[config.mk]
export PLATFORM = sky130hd
export DESIGN_NAME = flash_status_gen
export DESIGN_NICKNAME = d
export VERILOG_FILES = /design/src/rtl/flash_status_pkg.sv /design/src/rtl/flash_fail_tracker.sv /design/src/rtl/flash_toggle_unit.sv /design/src/rtl/flash_status_mux.sv /design/src/rtl/flash_status_gen.sv
export SDC_FILE = /design/constraint.sdc
export NUM_CORES = 1
export LEC_CHECK = 0
export BUFFER_PORTS_ARGS = -buffer_cell sky130_fd_sc_hd__buf_2
export CAP_MARGIN = 20
export CORE_MARGIN = 3
export CORE_UTILIZATION = 35
export DETAILED_ROUTE_END_ITERATION = 8
export PLACE_DENSITY_LB_ADDON = 0.08
export SLEW_MARGIN = 20
export SYNTH_ARGS = -nofsm -noshare
export SYNTH_HDL_FRONTEND = slang
export SYNTH_SLANG_ARGS = --single-unit
[constraint.sdc]
create_clock -name clk -period 2.25 [get_ports clk]
set_input_delay 0.225 -clock clk [delete_from_list [all_inputs] [get_ports clk]]
set_output_delay 0.225 -clock clk [all_outputs]
set_load 0.1 [all_outputs]
[src/rtl/flash_status_pkg.sv]
// Shared types and bit positions for the status byte generator.
package flash_status_pkg;

    typedef enum logic [2:0] {
        MODE_IDLE      = 3'd0,
        MODE_PROG      = 3'd1,
        MODE_ERASE     = 3'd2,
        MODE_SUSP      = 3'd3,
        MODE_SUSP_PROG = 3'd4
    } op_mode_e;

    localparam int unsigned BYTE_W   = 8;
    localparam int unsigned BIT_POLL = 7;
    localparam int unsigned BIT_TGLA = 6;
    localparam int unsigned BIT_FAIL = 5;
    localparam int unsigned BIT_TGLB = 2;

    // Map a raw mode code to the enum; unknown codes behave as idle.
    function automatic op_mode_e decode_mode(input logic [2:0] code);
        case (code)
            3'd1:    return MODE_PROG;
            3'd2:    return MODE_ERASE;
            3'd3:    return MODE_SUSP;
            3'd4:    return MODE_SUSP_PROG;
            default: return MODE_IDLE;
        endcase
    endfunction

endpackage

[src/rtl/flash_fail_tracker.sv]
// Failure flag and abort tracking.
// Latches the pulse-limit failure during active modes and keeps it until a
// reset command. After that command it forces an effective mode (idle, or
// erase-suspended if the failure came from program-inside-suspend). The
// forcing ends once the raw mode differs from the mode seen at the failure.
// Assumes reset_cmd_i and limit_exc_i are synchronous single-cycle pulses.
module flash_fail_tracker
    import flash_status_pkg::*;
(
    input  logic       clk,
    input  logic       rst_n,
    input  logic [2:0] mode_i,
    input  logic       limit_exc_i,
    input  logic       reset_cmd_i,
    output op_mode_e   eff_mode_o,
    output logic       fail_o
);

    op_mode_e raw_mode;
    op_mode_e cap_mode_q;
    logic     fail_q;
    logic     abort_q;
    logic     active;

    // Decode the raw mode code.
    always_comb raw_mode = decode_mode(mode_i);

    // Effective mode: while aborting, override with the fallback mode.
    always_comb begin
        if (abort_q)
            eff_mode_o = (cap_mode_q == MODE_SUSP_PROG) ? MODE_SUSP : MODE_IDLE;
        else
            eff_mode_o = raw_mode;
    end

    // Modes in which the pulse limit can mark a failure.
    always_comb begin
        active = (eff_mode_o == MODE_PROG) || (eff_mode_o == MODE_ERASE) ||
                 (eff_mode_o == MODE_SUSP_PROG);
    end

    // Failure flag, abort flag and captured mode.
    always_ff @(posedge clk) begin
        if (!rst_n) begin
            fail_q     <= 1'b0;
            abort_q    <= 1'b0;
            cap_mode_q <= MODE_IDLE;
        end else begin
            if (fail_q) begin
                if (reset_cmd_i) begin
                    fail_q  <= 1'b0;
                    abort_q <= 1'b1;
                end
            end else if (limit_exc_i && active) begin
                fail_q     <= 1'b1;
                cap_mode_q <= raw_mode;
            end
            if (abort_q && (raw_mode != cap_mode_q))
                abort_q <= 1'b0;
        end
    end

    assign fail_o = fail_q;

    // a latched failure survives every cycle without a reset command.
    p_fail_sticky_r9: assert property (@(posedge clk) disable iff (!rst_n)
        (fail_q && !reset_cmd_i) |=> fail_q);

    // a reset command while failed clears the flag.
    p_fail_clear_r10: assert property (@(posedge clk) disable iff (!rst_n)
        (fail_q && reset_cmd_i) |=> !fail_q);

    // the limit input is ignored in idle and suspended modes.
    p_fail_ignored_r9: assert property (@(posedge clk) disable iff (!rst_n)
        (!fail_q && !active) |=> !fail_q);

endmodule

[src/rtl/flash_toggle_unit.sv]
// The two toggle registers. Each flips only on a strobed read when its flip
// request is set; otherwise it holds. Assumes the flip requests are already
// qualified by mode and sector.
module flash_toggle_unit (
    input  logic clk,
    input  logic rst_n,
    input  logic rd_strobe_i,
    input  logic flip_a_i,
    input  logic flip_b_i,
    output logic tgl_a_o,
    output logic tgl_b_o
);

    logic [1:0] tgl_q;
    logic [1:0] flip_req;

    always_comb flip_req = {flip_b_i, flip_a_i};

    // One generated flip register per toggle bit.
    for (genvar g = 0; g < 2; g++) begin : g_tgl
        // Flip on a strobed read when requested.
        always_ff @(posedge clk) begin
            if (!rst_n)
                tgl_q[g] <= 1'b0;
            else if (rd_strobe_i && flip_req[g])
                tgl_q[g] <= ~tgl_q[g];
        end
    end

    assign tgl_a_o = tgl_q[0];
    assign tgl_b_o = tgl_q[1];

    // toggles hold between reads.
    p_tgl_hold_r11: assert property (@(posedge clk) disable iff (!rst_n)
        !rd_strobe_i |=> $stable(tgl_q));

endmodule

[src/rtl/flash_status_mux.sv]
// Read-byte composer. For the effective mode and the selection state of the
// read sector, it picks array data or a status byte and requests toggle
// flips. Purely combinational; the caller registers the result.
module flash_status_mux
    import flash_status_pkg::*;
#(
    parameter logic POLL_VALUE = 1'b0
) (
    input  op_mode_e          eff_mode_i,
    input  logic              sector_sel_i,
    input  logic [BYTE_W-1:0] array_data_i,
    input  logic              tgl_a_i,
    input  logic              tgl_b_i,
    input  logic              fail_i,
    output logic [BYTE_W-1:0] byte_o,
    output logic              flip_a_o,
    output logic              flip_b_o
);

    logic [BYTE_W-1:0] status_byte;
    logic              use_array;

    // Assemble the status byte from the held toggles and the failure flag.
    always_comb begin
        status_byte           = '0;
        status_byte[BIT_POLL] = POLL_VALUE;
        status_byte[BIT_TGLA] = tgl_a_i;
        status_byte[BIT_FAIL] = fail_i;
        status_byte[BIT_TGLB] = tgl_b_i;
    end

    // Per-mode choice of data source and toggle flips.
    always_comb begin
        use_array = 1'b0;
        flip_a_o  = 1'b0;
        flip_b_o  = 1'b0;
        unique case (eff_mode_i)
            MODE_PROG, MODE_SUSP_PROG: begin
                flip_a_o = 1'b1;
            end
            MODE_ERASE: begin
                flip_a_o = 1'b1;
                flip_b_o = sector_sel_i;
            end
            MODE_SUSP: begin
                use_array = !sector_sel_i;
                flip_b_o  = sector_sel_i;
            end
            default: begin
                use_array = 1'b1;
            end
        endcase
    end

    // Final byte select.
    always_comb byte_o = use_array ? array_data_i : status_byte;

endmodule

[src/rtl/flash_status_gen.sv]
// Top of the status byte generator. It looks up whether the read sector is
// selected for erase, ties the failure tracker, byte composer and toggle
// unit together, and registers the read byte on each strobe.
// Assumes rd_strobe_i lasts one cycle per read.
module flash_status_gen
    import flash_status_pkg::*;
#(
    parameter int unsigned NUM_SECTORS = 16,
    parameter logic        POLL_VALUE  = 1'b0,
    localparam int unsigned SEC_W      = (NUM_SECTORS > 1) ? $clog2(NUM_SECTORS) : 1
) (
    input  logic                   clk,
    input  logic                   rst_n,
    input  logic [2:0]             mode_i,
    input  logic [NUM_SECTORS-1:0] sel_mask_i,
    input  logic [SEC_W-1:0]       rd_sector_i,
    input  logic                   rd_strobe_i,
    input  logic                   limit_exc_i,
    input  logic                   reset_cmd_i,
    input  logic [7:0]             array_data_i,
    output logic [7:0]             rd_data_o
);

    localparam bit FULL_MAP = ((1 << SEC_W) == NUM_SECTORS);

    op_mode_e    eff_mode;
    logic        fail;
    logic        sector_sel;
    logic        tgl_a;
    logic        tgl_b;
    logic        flip_a;
    logic        flip_b;
    logic [7:0]  next_byte;
    logic [7:0]  rd_q;

    // Sector lookup; indices past the last sector count as unselected.
    if (FULL_MAP) begin : g_sel_full
        always_comb sector_sel = sel_mask_i[rd_sector_i];
    end else begin : g_sel_bounded
        always_comb begin
            sector_sel = 1'b0;
            for (int i = 0; i < NUM_SECTORS; i++)
                if (rd_sector_i == SEC_W'(i)) sector_sel = sel_mask_i[i];
        end
    end

    flash_fail_tracker u_fail (
        .clk         (clk),
        .rst_n       (rst_n),
        .mode_i      (mode_i),
        .limit_exc_i (limit_exc_i),
        .reset_cmd_i (reset_cmd_i),
        .eff_mode_o  (eff_mode),
        .fail_o      (fail)
    );

    flash_status_mux #(.POLL_VALUE(POLL_VALUE)) u_mux (
        .eff_mode_i   (eff_mode),
        .sector_sel_i (sector_sel),
        .array_data_i (array_data_i),
        .tgl_a_i      (tgl_a),
        .tgl_b_i      (tgl_b),
        .fail_i       (fail),
        .byte_o       (next_byte),
        .flip_a_o     (flip_a),
        .flip_b_o     (flip_b)
    );

    flash_toggle_unit u_tgl (
        .clk         (clk),
        .rst_n       (rst_n),
        .rd_strobe_i (rd_strobe_i),
        .flip_a_i    (flip_a),
        .flip_b_i    (flip_b),
        .tgl_a_o     (tgl_a),
        .tgl_b_o     (tgl_b)
    );

    // Output register: capture the read byte on each strobe.
    always_ff @(posedge clk) begin
        if (!rst_n)
            rd_q <= '0;
        else if (rd_strobe_i)
            rd_q <= next_byte;
    end

    assign rd_data_o = rd_q;

    // the read data holds without a strobe.
    p_out_hold_r11: assert property (@(posedge clk) disable iff (!rst_n)
        !rd_strobe_i |=> $stable(rd_data_o));

    // in program mode toggle B holds and toggle A flips.
    p_prog_tgl_r3: assert property (@(posedge clk) disable iff (!rst_n)
        (rd_strobe_i && eff_mode == MODE_PROG) |=> ($stable(tgl_b) && (tgl_a != $past(tgl_a))));

    // an erase read in a selected sector flips both toggles.
    p_erase_sel_r4: assert property (@(posedge clk) disable iff (!rst_n)
        (rd_strobe_i && eff_mode == MODE_ERASE && sector_sel) |=>
        ((tgl_a != $past(tgl_a)) && (tgl_b != $past(tgl_b))));

    // a suspended read in a selected sector holds A and flips B.
    p_susp_sel_r6: assert property (@(posedge clk) disable iff (!rst_n)
        (rd_strobe_i && eff_mode == MODE_SUSP && sector_sel) |=>
        ($stable(tgl_a) && (tgl_b != $past(tgl_b))));

    // a suspended read in an unselected sector passes the array word.
    p_susp_pass_r7: assert property (@(posedge clk) disable iff (!rst_n)
        (rd_strobe_i && eff_mode == MODE_SUSP && !sector_sel) |=>
        (rd_data_o == $past(array_data_i)));

endmodule

==> results.tsv, run 1 <==
metric	value	unit
via count	912	
net switching power	225.4	uW
post-synthesis sequential area ratio	31.66	%
die width	58.06	um
Fin Setup TNS	0	ps
FMAX	559.4	MHz
crit end category	flip-flop	
setup ws final	462.5	ps
largest net degree at the start of global routing	22	
Gate power share	32.0	%
Slew HR	61.46	%
Clk Latency, worst-skew pair	280	ps
vias in the first global route	837	
Post-CTS Setup Inserts	0	
maxcap violations	0	
initial drt markers	26	
WL/cell	12.65	um
Post-CTS Hold Fix Bufs	0	
WS Path Type	flip-flop to flip-flop	
DP Wirelength	1803	um
number of synthesized flops with an enable pin	0	
Reg clk slew, reported paths	90	ps
syn nets	141	
Main synth FF type	dfxtp_1	
RSZ-0062 raised after global routing	no	
syn_area_per_cell	9.032	um2
fin crit period	1788	ps
synth unique cells	38	
total routed wirelength	2251	um
number of synthesized register bits	15	
WP data required	2430	ps
commonest non-fill, non-tap cell in the layout	buf_2	
CTS buffer count	3	
pre-CTS worst setup slack	479.5	ps
slowest cell delay on critical path	400	ps
FILL cells	253	
Cells after Synth	105	
ant diodes	0	
Ports	44	
status	completed	
CTS tree	done	
placed insts	174	
Vias per Instance	5.124	
Slew @ Worst Pin	576.5	ps
CP Cell Sequence	nor3b_1, o221ai_1, o32a_4, a31o_1, o221a_1	
Initial Util	37.60	%
row count	18	
Sequential Power Share	44.7	%
Post-route DRC	0	
total core area	0.002522	mm2
Synth Warn #	0	
Area Growth Syn to Fin	27.05	%
gr usage total	13.56	%
Final #Nets	185	
Slew Limit Fails	0	
Netlist Area Pre-Place	948.4	um2
clock root buffer master	clkbuf_4	
number of H-tree levels	1	
initial antenna violation count	0	
Final Hold Viols	0	
Die Area	0.003370	mm2
die span in y	58.06	um
Final ANT Viol Nets	0	
share of cells above drive strength 1	35.81	%
critical path arrival	1970	ps
Clock Skews	7.817	ps
Worst path slowest cell	dfxtp_1	
clock sink count	15	
crit-path max FO	8	
RD Place Congestion	0.7505	
global-route wire length before repair	3519	um
fin crit share	79.45	%
IO Port Bufs	43	
Non-Filler Instances	178	
Async SR Flop Fraction	0	%
first-pass iteration count of the detailed router	4	
internal power	423.5	uW
Min-Delay Path Class	input port to flip-flop	
total power density per cell area	538.5	mW/mm2
switching share of power	34.73	%
most frequent cells in the layout	43 x buf_2, 15 x dfxtp_1, 12 x nand3_1, 9 x mux2i_1, 7 x o21ai_0	
grt total ovfl	0	
Clock Tree Buf Depth	2	
VDD IR-drop max	0.0003676	V
Leakage Power	0.5422	nW
Setup crit start kind	flip-flop	
clock power share	23.3	%
CTS resizes	0	
setup violators final	0	
## cells in the mapped netlist (2+ instances only)
cell type   n  area share (%)
and2_1      3             2.0
mux2i_1     9             9.5
nand3b_1    2             1.6
nand3_1    12             6.3
a31o_1      3             2.8
nand2b_1    3             2.0
xor2_1      4             3.7
nor2_1      2            0.79
o21ai_0     7             3.7
dfxtp_1    15              32
a21boi_0    3             2.4
a21oi_1     2             1.1
or2_2       2             1.3
o221a_1     3             3.6
a21boi_1    3             2.4
nor2b_1     6             4.0
clkbuf_1    3             1.2
nand2_1     3             1.2
## critical path, delay by kind of cell, from the launching register on
| kind | cells | cell delay (ps) |
|---|---|---|
| compound gates | 4 | 970 |
| flops | 1 | 400 |
| simple gates | 1 | 330 |
## path summary, 6_finish.rpt
path	to	slack, ps	depth (start not counted)	from
setup / recovery	rd_data_o[2]	460	5	u_fail.abort_q
hold / removal	rd_data_o[4]	210	3	array_data_i[4]
setup reg to reg	rd_data_o[2]	460	5	u_fail.abort_q
hold reg to reg	rd_data_o[0]	470	2	rd_data_o[0]
## stage by stage
stage	util, %	hold WS, ps	area (um2)	total power, mW
floorplan	-	379.7	948.4	0.4475
CTS	47.77	204.0	1205	0.6585
global placement	46.73	451.2	1179	0.5022
global route	47.77	204.9	1205	0.6852
detailed placement	46.73	463.7	1179	0.5053
finish	47.77	206.2	1205	0.6489
## kinds of logic (layout without fill, tap and decap cells)
logic type	after synthesis	count (layout)	synth area share (%)
buffers and inverters	6	49	3.165
AOI/OAI and AO/OA	30	30	25.20
and+or+nand+nor	40	40	25.59
muxes	10	10	10.69
DFF	15	15	31.66
xor gates and xnor gates	4	4	3.694
## layer usage
| metal | routed length [um] | track usage, % | part of all wire [%] | vias to the layer above |
|---|---|---|---|---|
| li1 | - | - | - | 480 |
| met1 | 1035 | 17.27 | 46 | 414 |
| met2 | 1104 | 22.10 | 49 | 16 |
| met3 | 95 | 4.677 | 4.2 | 2 |
| met4 | 15 | 2.980 | 0.67 | 0 |
| met5 | 0 | 0 | 0 | - |
## cell type report
class	count	area, um2	area share, %
clock buffer	4	26.28	2.181
inverter	2	7.507	0.6231
tap	30	37.54	3.115
multi-input combinational	84	618.1	51.30
sequential	15	300.3	24.92
timing repair buffer	43	215.2	17.86
## state kept, by name, summed over array words and instances (netlist names)
register	cells
u_tgl.tgl_a_o	1
u_tgl.tgl_b_o	1
u_fail.abort_q	1
u_fail.cap_mode_q	3
rd_data_o	8
u_fail.fail_o	1
## power groups by stage
stage               registers, mW  logic [mW]  clock network (mW)
detailed placement          0.297       0.209                   0
global placement            0.296       0.206                   0
global route                0.293       0.225               0.168
CTS                         0.291       0.209               0.159
finish                      0.290       0.207               0.151
floorplan                   0.362      0.0859                   0
(Power assumes the default switching activity.)
==> run 2, diff against run 1 <==
==> constraint.sdc (replaced) <==
create_clock -name clk -period 1.5 [get_ports clk]
set_input_delay 0.15 -clock clk [delete_from_list [all_inputs] [get_ports clk]]
set_output_delay 0.15 -clock clk [all_outputs]
set_load 0.1 [all_outputs]
==> run 2 against run 1 <==
  * Wire length grew 5.4%
  * Cell area grew 11%
  * Worst setup slack lost 580 ps
  * Via count grew 7.9%
  * The run now ends with setup timing left
  * Critical endpoint unchanged
  * Global-route usage grew 1.4 points
  * Die area is the same
  * Sequential power grew 49%
  * Non-clock buffer count grew 13
  * Register-to-register slack lost 580 ps
  * Critical path type unchanged
  * Largest cell class unchanged
  * Total power grew 55%
==> results.tsv, run 2 (synthesized netlist as in run 1, its figures left out) <==
metric	value	unit
gr usage total	14.99	%
DR WL met2	1110	um
Worst Hold Path EP	rd_data_o[3]	
Vias per Instance	5.152	
max FFs per register	8	
RSZ-0062 raised after global routing	yes	
Critical Path Source	u_fail.cap_mode_q[1]	
Slew Limit Fails	0	
Clock Tree Buf Depth	2	
fin crit share	107.5	%
worst reg2reg path endpoint	rd_data_o[2]	
FILL cells	270	
Ports	44	
clock sink count	15	
grt total ovfl	0	
critical path arrival	1780	ps
commonest non-fill, non-tap cell in the layout	buf_2	
min-delay src	array_data_i[3]	
total core area	0.002522	mm2
dpl cell area	0.001292	mm2
VDD IR-drop max	0.0008035	V
total routed wirelength	2373	um
status	complete, but fails checks	
Area Growth Syn to Fin	41.03	%
hold path cells	3	
Setup crit start kind	flip-flop	
Reg clk slew, reported paths	90	ps
Clk Latency, worst-skew pair	280	ps
global-route wire length before repair	3974	um
Clock Skews	3.190	ps
maxcap violations	0	
Post-CTS Hold Fix Bufs	0	
CTS buffer count	3	
number of H-tree levels	1	
FF-to-FF setup slack	-110	ps
setup ws final	-113.0	ps
fin util	53.03	%
largest net degree at the start of global routing	22	
ant diodes	0	
die span in y	58.06	um
crit-path max FO	7	
Die Area	0.003370	mm2
most frequent cells in the layout	43 x buf_2, 13 x buf_4, 13 x dfxtp_1, 12 x nand3_1, 9 x mux2i_1	
reg2reg path depth	5	
die width	58.06	um
wl on met1	1073	um
final hold slack	147.0	ps
total power density per cell area	753.4	mW/mm2
Slew HR	63.78	%
DP Wirelength	1910	um
Leakage Power	0.6209	nW
share of cells above drive strength 1	45.34	%
Final #Nets	198	
Post-route DRC	0	
crit end category	flip-flop	
setup violators final	3	
DR WL met3	177	um
WS Path Type	flip-flop to flip-flop	
uppermost layer routed	met4	
initial antenna violation count	0	
Final Instance Area	0.001338	mm2
Initial Util	37.60	%
Final ANT Viol Nets	0	
initial drt markers	19	
FMAX	620.0	MHz
RD Place Congestion	0.7680	
via count	984	
R2R Path Start	u_fail.cap_mode_q[1]	
Final Hold Viols	0	
first-pass iteration count of the detailed router	4	
vias in the first global route	938	
failing checks	setup timing	
WP data required	1670	ps
fin crit period	1613	ps
Min-Delay Path Class	input port to flip-flop	
row count	18	
CTS tree	done	
IO Port Bufs	43	
Slew @ Worst Pin	528.1	ps
WL/cell	12.42	um
clock root buffer master	clkbuf_4	
run 2: cell count changes in the layout (fill, tap and decap cells not counted), sizes merged:
cell / before / now
buf: 43 / 56
run 2: timing repair:
item / in CTS / in global routing
endpoints found under the hold margin: 0 / 0
pin swaps: 1 / 11
setup endpoints to repair: 8 / 10
gates resized for setup: 0 / 9
cloned: 0 / 0
buffers inserted: 0 / 0
run 2: layout make-up:
class | count | area, um2 | share of cell area, %
timing repair buffer | 56 | 312.8 | 23.39
tap | 30 | 37.54 | 2.806
sequential | 15 | 305.3 | 22.83
inverter | 2 | 7.507 | 0.5613
multi-input combinational | 84 | 648.1 | 48.46
clock buffer | 4 | 26.28 | 1.964
run 2: metrics by stage:
stage	total power, mW	setup WS (ps)	cells	TNS, ps
detailed placement	0.7845	-172.6	187	-882.4
global placement	0.7786	-120.9	187	-624.2
CTS	1.009	-116.9	191	-463.8
finish	1.008	-113.0	191	-331.3
global route	1.081	-190.3	191	-970.0
floorplan	0.6726	-51.10	105	-153.3
run 2: how the worst max path moves through the flow:
stage               cells past startpoint            to  slack [ps]
floorplan                               5  rd_data_o[2]         -50
global placement                        6  rd_data_o[5]        -120
detailed placement                      6  rd_data_o[2]        -170
CTS                                     5  rd_data_o[2]        -120
global route                            5  rd_data_o[6]        -190
finish                                  5  rd_data_o[2]        -110
run 2: power breakdown:
part,switching (mW),internal [mW]
registers,0.0132,0.420
clock network,0.121,0.103
logic,0.214,0.137
total,0.348,0.659
run 2: critical path, stage by stage, from the launching register on:
cell and delay, ps:
dfxtp_2 330, and4bb_1 300, o221ai_2 110, o32a_4 360, a31o_1 210, o221a_1 200
run 2: layer usage:
layer	global-route usage, %	up-vias
met1	18.76	446
met4	2.980	0
li1	-	507
met2	24.84	29
met3	5.345	2
met5	0	-
==> run 3, diff against run 2 <==
--- a/config.mk
+++ b/config.mk
@@ -7,7 +7,6 @@
 export LEC_CHECK = 0
 export BUFFER_PORTS_ARGS = -buffer_cell sky130_fd_sc_hd__buf_2
 export CAP_MARGIN = 20
-export CORE_MARGIN = 3
 export CORE_UTILIZATION = 35
 export DETAILED_ROUTE_END_ITERATION = 8
 export PLACE_DENSITY_LB_ADDON = 0.08
==> constraint.sdc (replaced) <==
create_clock -name clk -period 1.4 [get_ports clk]
set_input_delay 0.14 -clock clk [delete_from_list [all_inputs] [get_ports clk]]
set_output_delay 0.14 -clock clk [all_outputs]
set_load 0.1 [all_outputs]
==> run 3 against run 2 <==
  * The run still ends with setup timing left
  * Sequential cell count is the same
  * Non-clock buffer count is the same
  * Sequential power grew 7.2%
  * Worst setup slack lost 100 ps
  * First-iteration DRC count grew 63%
  * Die area shrank 13%
  * Wire length shrank 3.5%
  * Largest cell class unchanged
  * Highest routed layer is now met3
==> results.tsv, run 3 (synthesized netlist as in run 1, its figures left out) <==
metric	value	unit
row count	18	
Final Hold Viols	0	
Top delay family on crit path	compound AO/OA/AOI/OAI gates	
critical path arrival	1790	ps
status	complete, but fails checks	
vias in the first global route	843	
Die Area	0.002922	mm2
WL/cell	11.99	um
IO Port Bufs	43	
CTS buffer count	3	
Clock Skews	3.971	ps
crit end category	flip-flop	
gr usage total	17.12	%
total core area	0.002522	mm2
max FFs per register	8	
crit-path max FO	6	
DP Wirelength	1806	um
Setup crit start kind	flip-flop	
largest net degree at the start of global routing	22	
Slew @ Worst Pin	531.4	ps
R2R Path Start	u_fail.cap_mode_q[1]	
Post-CTS Hold Fix Bufs	0	
initial drt markers	31	
FMAX	620.1	MHz
min-delay src	array_data_i[4]	
Design Power	1.088	mW
initial antenna violation count	0	
clock root buffer master	clkbuf_4	
FF-to-FF setup slack	-210	ps
number of H-tree levels	1	
first-pass iteration count of the detailed router	4	
WP data required	1580	ps
total power density per cell area	811.1	mW/mm2
die span in y	54.06	um
Clk Latency, worst-skew pair	280	ps
maxcap violations	0	
share of cells above drive strength 1	45.34	%
setup violators final	8	
Clock Tree Buf Depth	2	
most frequent cells in the layout	43 x buf_2, 13 x buf_4, 13 x dfxtp_1, 12 x nand3_1, 9 x mux2i_1	
slowest cell delay on critical path	350	ps
Final #Nets	198	
Min-Delay Path Class	input port to flip-flop	
CP Cell Sequence	and4bb_2, o221ai_2, o32a_4, a31o_1, o221a_1	
clock sink count	15	
Ports	44	
total routed wirelength	2290	um
Vias per Instance	5.162	
fin crit share	115.2	%
Area Growth Syn to Fin	41.43	%
ant diodes	0	
setup ws final	-212.5	ps
fin crit period	1613	ps
via count	986	
Slew HR	63.56	%
Final ANT Viol Nets	0	
failing checks	setup timing	
Slew Limit Fails	0	
VDD IR-drop max	0.0009129	V
Reg clk slew, reported paths	90	ps
Critical Path Source	u_fail.cap_mode_q[1]	
global-route wire length before repair	3588	um
Leakage Power	0.6148	nW
WS Path Type	flip-flop to flip-flop	
CTS tree	done	
Post-route DRC	0	
Worst path slowest cell	o32a_4	
grt total ovfl	0	
commonest non-fill, non-tap cell in the layout	buf_2	
Fin Setup TNS	-1165	ps
RD Place Congestion	0.7511	
die width	54.06	um
Initial Util	37.60	%
RSZ-0062 raised after global routing	yes	
Buf/Inv on CP	0	
==> run 3: metrics by stage <==
stage / hold slack (ps) / util, % / worst slack (ps) / cell area [um2] / cells
after detailed placement: 421.4 / 50.64 / -255.2 / 1277 / 185
after global routing: 124.1 / 53.17 / -298.8 / 1341 / 191
after CTS: 106.9 / 52.33 / -207.2 / 1320 / 190
after floorplan: 294.7 / - / -151.1 / 964.7 / 105
after global placement: 412.2 / 50.64 / -210.3 / 1277 / 185
final: 117.9 / 53.17 / -212.5 / 1341 / 191
==> run 3: per-layer routing <==
layer	global-route usage, %	vias to the layer above	wire length (um)	share of wire [%]
met1	21.34	450	1062	46
met4	2.564	0	0	0
met3	5.932	0	142	6.2
met5	0	-	0	0
li1	-	508	-	-
met2	28.81	28	1084	47
==> run 3: what timing repair did <==
| action | in CTS | in global routing |
|---|---|---|
| endpoints found under the setup margin | 10 | 10 |
| gates cloned | 0 | 0 |
| pin swaps | 0 | 5 |
| resized for setup | 1 | 7 |
| setup buffers | 1 | 1 |
==> run 3: cell type report <==
| cell class | instances | area [um2] |
|---|---|---|
| clock buffers | 4 | 26.28 |
| fillers | 253 | 1181 |
| inverters | 2 | 7.507 |
| multi-input cells | 84 | 651.9 |
| flip-flops and latches | 15 | 305.3 |
| well taps | 30 | 37.54 |
| repair buffers | 56 | 312.8 |
==> run 3: where the power goes <==
group | leakage, nW | internal, mW | switching (mW)
clock | 0.0150 | 0.111 | 0.135
combinational | 0.476 | 0.149 | 0.230
sequential | 0.124 | 0.450 | 0.0141
==> run 3: final timing paths <==
| check | endpoint | cells past startpoint |
|---|---|---|
| worst min register to register | rd_data_o[0] | 2 |
| worst min-delay path | rd_data_o[4] | 3 |
| worst max register to register | rd_data_o[6] | 5 |
| worst max-delay path | rd_data_o[6] | 5 |
==> run 3: tightest hold or removal path: stages <==
cell and delay, ps:
buf_2 90, nand3_1 60, o21ai_0 60
